File: config.mk
export PLATFORM = sky130hd
export DESIGN_NAME = lookahead_recoder
export DESIGN_NICKNAME = d
export VERILOG_FILES = /design/src/rtl/lookahead_pkg.sv /design/src/rtl/la_bit_window.sv /design/src/rtl/la_step_decide.sv /design/src/rtl/lookahead_recoder.sv
export SDC_FILE = /design/constraint.sdc
export NUM_CORES = 1
export LEC_CHECK = 0
export BUFFER_PORTS_ARGS = -buffer_cell sky130_fd_sc_hd__clkbuf_2
export CAP_MARGIN = 10
export CORE_MARGIN = 4
export CORE_UTILIZATION = 57
export CTS_BUF_LIST = sky130_fd_sc_hd__clkbuf_16
export DETAILED_ROUTE_END_ITERATION = 10
export PLACE_DENSITY = 0.83
export SETUP_SLACK_MARGIN = 0.05
export SLEW_MARGIN = 40
export SYNTH_ARGS = -nofsm -noshare
export SYNTH_HDL_FRONTEND = slang
export SYNTH_HIERARCHICAL = 1
export SYNTH_SLANG_ARGS = --single-unit
export TNS_END_PERCENT = 5
File: constraint.sdc
create_clock -name clk_i -period 7.3 [get_ports clk_i]
set_clock_uncertainty 0.05 [all_clocks]
set_input_delay 1.46 -clock clk_i [delete_from_list [all_inputs] [get_ports clk_i]]
set_output_delay 1.46 -clock clk_i [all_outputs]
set_load 0.02 [all_outputs]
File: src/rtl/lookahead_pkg.sv
package lookahead_pkg;

  typedef enum logic [1:0] {
    SGN_NONE = 2'b00,
    SGN_ADD  = 2'b01,
    SGN_SUB  = 2'b11
  } step_sign_e;

  typedef enum logic [2:0] {
    ACT_TOGGLE,
    ACT_SKIP,
    ACT_SKIP_EMIT,
    ACT_EMIT_NONE,
    ACT_FINISH
  } scan_act_e;

  typedef enum logic [1:0] {
    ST_IDLE,
    ST_SCAN,
    ST_HOLD
  } scan_st_e;

  function automatic step_sign_e sign_of(input logic run_one);
    return run_one ? SGN_SUB : SGN_ADD;
  endfunction

endpackage

File: src/rtl/la_bit_window.sv
// Two-bit lookahead below the scan position; positions below 0 read as 0.
module la_bit_window #(
  parameter int W  = 64,
  parameter int LW = $clog2(W + 1)
) (
  input  logic [W-1:0]  word_i,
  input  logic [LW-1:0] pos_i,
  output logic          near_o,
  output logic          far_o,
  output logic          pos_zero_o
);
  localparam int IW = $clog2(W);

  logic [LW-1:0] pos_m1, pos_m2;

  always_comb begin
    pos_m1     = pos_i - LW'(1);
    pos_m2     = pos_i - LW'(2);
    pos_zero_o = (pos_i == '0);
    near_o     = (pos_i >= LW'(1)) ? word_i[IW'(pos_m1)] : 1'b0;
    far_o      = (pos_i >= LW'(2)) ? word_i[IW'(pos_m2)] : 1'b0;
  end
endmodule

File: src/rtl/la_step_decide.sv
module la_step_decide
  import lookahead_pkg::*;
#(
  parameter int SHW = 4
) (
  input  logic           run_one_i,
  input  logic           near_i,
  input  logic           far_i,
  input  logic           pos_zero_i,
  input  logic           bin_i,
  input  logic [SHW-1:0] sz_i,
  input  logic [SHW-1:0] kmax_i,
  output scan_act_e      act_o
);
  logic both_differ, at_limit;

  always_comb begin
    both_differ = (near_i != run_one_i) && (far_i != run_one_i);
    at_limit    = (sz_i == kmax_i);
    if (!bin_i && both_differ) begin
      act_o = ACT_TOGGLE;
    end else if (!pos_zero_i && !at_limit) begin
      // consume one bit; keep going while it matches the run state
      act_o = (near_i == run_one_i) ? ACT_SKIP : ACT_SKIP_EMIT;
    end else if (pos_zero_i && !run_one_i && (sz_i == '0)) begin
      act_o = ACT_FINISH;
    end else begin
      act_o = ACT_EMIT_NONE;
    end
  end
endmodule

File: src/rtl/lookahead_recoder.sv
module lookahead_recoder
  import lookahead_pkg::*;
#(
  parameter int W   = 64,
  parameter int SHW = 4,
  localparam int LW = $clog2(W + 1)
) (
  input  logic           clk_i,
  input  logic           rst_ni,
  input  logic           start_i,
  input  logic [W-1:0]   mult_i,
  input  logic [LW-1:0]  len_i,
  input  logic [SHW-1:0] max_shift_i,
  input  logic           bin_field_i,
  input  logic           step_ready_i,
  output logic           step_valid_o,
  output logic [1:0]     step_sign_o,
  output logic [SHW-1:0] step_shift_o,
  output logic           done_o
);

  scan_st_e       st_q;
  step_sign_e     sign_q;
  logic [W-1:0]   word_q;
  logic [LW-1:0]  pos_q;
  logic [SHW-1:0] sz_q, shift_q, kmax_q;
  logic           run_one_q, bin_q, done_q;

  logic           near, far, pos_zero;
  scan_act_e      act;
  logic [LW-1:0]  len_eff;
  logic [SHW-1:0] kmax_eff;

  assign len_eff  = (len_i > LW'(W)) ? LW'(W) : len_i;
  assign kmax_eff = (max_shift_i == '0) ? SHW'(1) : max_shift_i;

  la_bit_window #(.W(W), .LW(LW)) u_window (
    .word_i     (word_q),
    .pos_i      (pos_q),
    .near_o     (near),
    .far_o      (far),
    .pos_zero_o (pos_zero)
  );

  la_step_decide #(.SHW(SHW)) u_decide (
    .run_one_i  (run_one_q),
    .near_i     (near),
    .far_i      (far),
    .pos_zero_i (pos_zero),
    .bin_i      (bin_q),
    .sz_i       (sz_q),
    .kmax_i     (kmax_q),
    .act_o      (act)
  );

  always_ff @(posedge clk_i or negedge rst_ni) begin
    if (!rst_ni) begin
      st_q      <= ST_IDLE;
      sign_q    <= SGN_NONE;
      word_q    <= '0;
      pos_q     <= '0;
      sz_q      <= '0;
      shift_q   <= '0;
      kmax_q    <= SHW'(1);
      run_one_q <= 1'b0;
      bin_q     <= 1'b0;
      done_q    <= 1'b0;
    end else if (start_i) begin
      st_q      <= ST_SCAN;
      word_q    <= mult_i;
      pos_q     <= len_eff;
      sz_q      <= '0;
      kmax_q    <= kmax_eff;
      run_one_q <= 1'b0;
      bin_q     <= bin_field_i;
      done_q    <= 1'b0;
    end else begin
      unique case (st_q)
        ST_SCAN: begin
          unique case (act)
            ACT_TOGGLE: begin
              run_one_q <= ~run_one_q;
              sign_q    <= sign_of(run_one_q);
              shift_q   <= sz_q;
              st_q      <= ST_HOLD;
            end
            ACT_SKIP: begin
              pos_q <= pos_q - LW'(1);
              sz_q  <= sz_q + SHW'(1);
            end
            ACT_SKIP_EMIT: begin
              pos_q   <= pos_q - LW'(1);
              sign_q  <= sign_of(run_one_q);
              shift_q <= sz_q + SHW'(1);
              st_q    <= ST_HOLD;
            end
            ACT_EMIT_NONE: begin
              sign_q  <= SGN_NONE;
              shift_q <= sz_q;
              st_q    <= ST_HOLD;
            end
            ACT_FINISH: begin
              done_q <= 1'b1;
              st_q   <= ST_IDLE;
            end
            default: st_q <= ST_IDLE;
          endcase
        end
        ST_HOLD: begin
          if (step_ready_i) begin
            sz_q <= '0;
            st_q <= ST_SCAN;
          end
        end
        default: ;
      endcase
    end
  end

  assign step_valid_o = (st_q == ST_HOLD);
  assign step_sign_o  = sign_q;
  assign step_shift_o = shift_q;
  assign done_o       = done_q;

endmodule

==> out/results.md <==
## Status
* **status** finished clean

## Finish
* **synthesis-to-finish area growth** 15.2%
* **number of nets in the layout** 534
* **Post-Route Utilization** 0.672
* **number of diodes** 0
* **most common cell after layout, fill and taps aside** dfrtp_1
* **most frequent cells in the layout** 87 x dfrtp_1, 85 x clkbuf_2, 71 x mux2_2
* **share of post-route cells with drive strength above 1** 0.473
* **filler cell count** 635

## GRT
* **maximum number of pins on one net before global-route repair** 87
* **leftover overflow at the end of global routing** 0
* **global-route usage over all layers** 0.223
* **number of global-route vias before repair** 3587
* **number of antenna violations at the first check in global routing** 0
* **global-route wire length before repair** 18000 um

## Worst setup path
* **cell with the largest stage delay on the worst path** ha_1
* **type of origin of the critical path** flop
* **kind of cell with the highest combined delay on the critical path** compound AO/OA/AOI/OAI gates
* **Critical Path End Type** flop
* **chain of cells forming the critical path** buf_4, inv_1, ha_1, mux4_1, mux4_2, mux2_2, and3_1, a211o_1, or3b_1, a21oi_1, a211oi_1, xor2_1, a21oi_1, a311o_1, o21ai_0
* **maximum fanout along the worst path** 39
* **required time at the worst-slack endpoint** 7.51 ns
* **Critical Path Max Stage Delay** 0.78 ns
* **Worst Setup Path Type** flop to flop
* **Worst path most repeated cell** a21oi_1
* **Worst EP arrival** 5.82 ns
* **number of buffers and inverters on the critical path** 2

## Min path
* **path class of the lowest-slack min-delay path** flop to flop

## STA
* **relative slew slack** 0.476
* **max-slew violations** 0
* **minimum period implied by the final worst setup slack** 5.62 ns
* **Period Utilization, post-route** 0.770
* **setup repair after global routing missed its margin** no
* **achievable clock frequency** 0.178 GHz
* **Setup TNS** 0 ns
* **Final Hold Viols** 0
* **Least-Margin Pin Slew** 0.784 ns
* **setup violation total in the final timing report** 0

## Clocking
* **number of clock sinks** 90
* **root buffer selected by CTS** clkbuf_16
* **Skew-Pair Late Insertion Delay** 0.34 ns
* **clock input transition at the sequential cells of the worst setup and hold paths** 0.07 ns
* **post-cts sizing count** 0
* **setup bufs post-CTS** 0
* **TritonCTS clock tree** built
* **CTS Buffer Depth** 2
* **H-tree levels** 3
* **total CTS buffers** 9
* **# hold bufs at CTS** 0

## Drt
* **detailed-route via count** 3440
* **met1 layer wirelength in the final routing** 4530 um
* **1st-iter DRT viols** 187
* **Routed Wire Length** 10800 um
* **first-pass iteration count of the detailed router** 4
* **DRT antenna net count** 0
* **Vias/cell** 6.14
* **length of routed met3 wiring** 675 um
* **average wire per cell in the routed design** 19.2 um
* **met2 wirelength from detailed routing** 5400 um
* **top layer used by detailed routing** met4
* **remaining design rule violation count** 0

## Synth
* **instance count of the mapped netlist** 366
* **top cell type's share of synthesized area** 0.440
* **number of enable flip-flop cells after synthesis** 0
* **post-synth net total** 453
* **Yosys top cell by area** dfrtp_1
* **register area share after synthesis** 0.445
* **Synth Area per Inst** 13.8 um2
* **ranking of synthesized cells by area** dfrtp_1 44%, mux2_2 16%, mux4_2 13%
* **Post-synth top flop** dfrtp_1
* **count of cell types in the netlist** 50
* **number of synthesized register bits** 90
* **Yosys warning count** 6
* **post-synthesis async set-or-reset flop share** 1.00
* **Cell Area, Synth** 5060 um2

## Placed design
* **final RePlAce weighted congestion** 0.888
* **half-perimeter wire length after placement** 7690 um
* **count of buffers from port buffering** 87

## Die
* **I/O Pins** 88
* **total die area** 10500 um2
* **die width** 102 um
* **core outline area** 8680 um2
* **Initial Util** 0.583
* **# rows** 34
* **Die H** 102 um

## Power and ir drop
* **standby leakage power** 2.55 nW
* **peak supply drop** 332 uV
* **P per Cell Area** 419 nW/um2

## Run
* **Max-cap violations** 0

[routing by layer]
layer / up-vias / global-route usage
li1: 1564 / -
met4: 0 / 0.0656
met5: - / 0
met1: 1746 / 0.311
met2: 114 / 0.354
met3: 16 / 0.0519
[logic make-up (layout without fill, tap and decap cells)]
| group | after synthesis | after routing | synth area share |
|---|---|---|---|
| buffers and inverters | 27 | 113 | 0.0267 |
| AOI/OAI and AO/OA | 39 | 39 | 0.0494 |
| DFF | 90 | 90 | 0.445 |
| and+or+nand+nor | 67 | 67 | 0.0741 |
| xor gates and xnor gates | 22 | 22 | 0.0381 |
| adders and majority gates | 7 | 7 | 0.0173 |
| muxes | 114 | 114 | 0.349 |
[cells in the mapped netlist, types with 2 or more instances]
library cell and n:
a211o_1 2, a211oi_1 2, a21o_1 2, a21oi_1 9, a22o_1 3, a41oi_1 2
and3_1 2, buf_1 2, buf_2 9, clkbuf_1 5, dfrtp_1 89, ha_1 7
inv_1 8, mux2_2 71, mux2i_1 3, mux4_1 10, mux4_2 30, nand2_1 21
nand3_1 2, nand3b_1 2, nand4_1 3, nor2_1 14, nor2b_1 3, nor3_1 5
nor4_1 2, o21ai_0 9, o21ai_1 2, o22ai_1 4, or3_1 2, xnor2_1 7
xor2_1 15
[metrics by stage]
step                      setup WS, ns  instance area [um2]  hold slack (ns)  power (mW)  instances
final                             1.68                 5830            0.430        2.44        560
after global routing              1.28                 5830            0.454        2.61        560
after CTS                         1.59                 5830            0.438        2.44        560
after detailed placement          1.68                 5550            0.423        2.00        544
after global placement            1.85                 5550            0.410        1.95        544
after floorplan                   1.96                 5060            0.428        1.78        366
[layout make-up]
type	count	area [um2]	share of cell area
flip-flops and latches	90	2260	0.387
clock buffers	9	225	0.0386
well taps	108	135	0.0232
multi-input cells	249	2670	0.459
clock inverters	7	51.3	0.00880
inverters	8	30.0	0.00515
repair buffers	89	459	0.0788
[sequential cells by signal, indices dropped and copies added (netlist names)]
signal        cells
st_q              2
step_shift_o      4
word_q           64
done_o            1
kmax_q            4
bin_q             1
run_one_q         1
pos_q             7
step_sign_o       2
sz_q              4
[path summary, 6_finish.rpt]
path                           startpoint               to  slack, ns  depth (start not counted)
setup / recovery                 pos_q[0]         pos_q[1]       1.68                         15
hold / removal             step_sign_o[0]   step_sign_o[0]       0.43                          1
setup reg to reg                 pos_q[0]         pos_q[1]       1.68                         15
hold reg to reg            step_sign_o[0]   step_sign_o[0]       0.43                          1
max in group asynchronous          rst_ni       word_q[38]       5.15                          2
min in group asynchronous          rst_ni  step_shift_o[3]       1.03                          1
[power by group]
| part | leakage, nW | switching (mW) | internal [mW] |
|---|---|---|---|
| Combinational | 1.33 | 0.675 | 0.651 |
| Clock | 0.138 | 0.202 | 0.234 |
| Sequential | 1.08 | 0.106 | 0.575 |
Note: power is estimated with default switching activity, not from simulation.
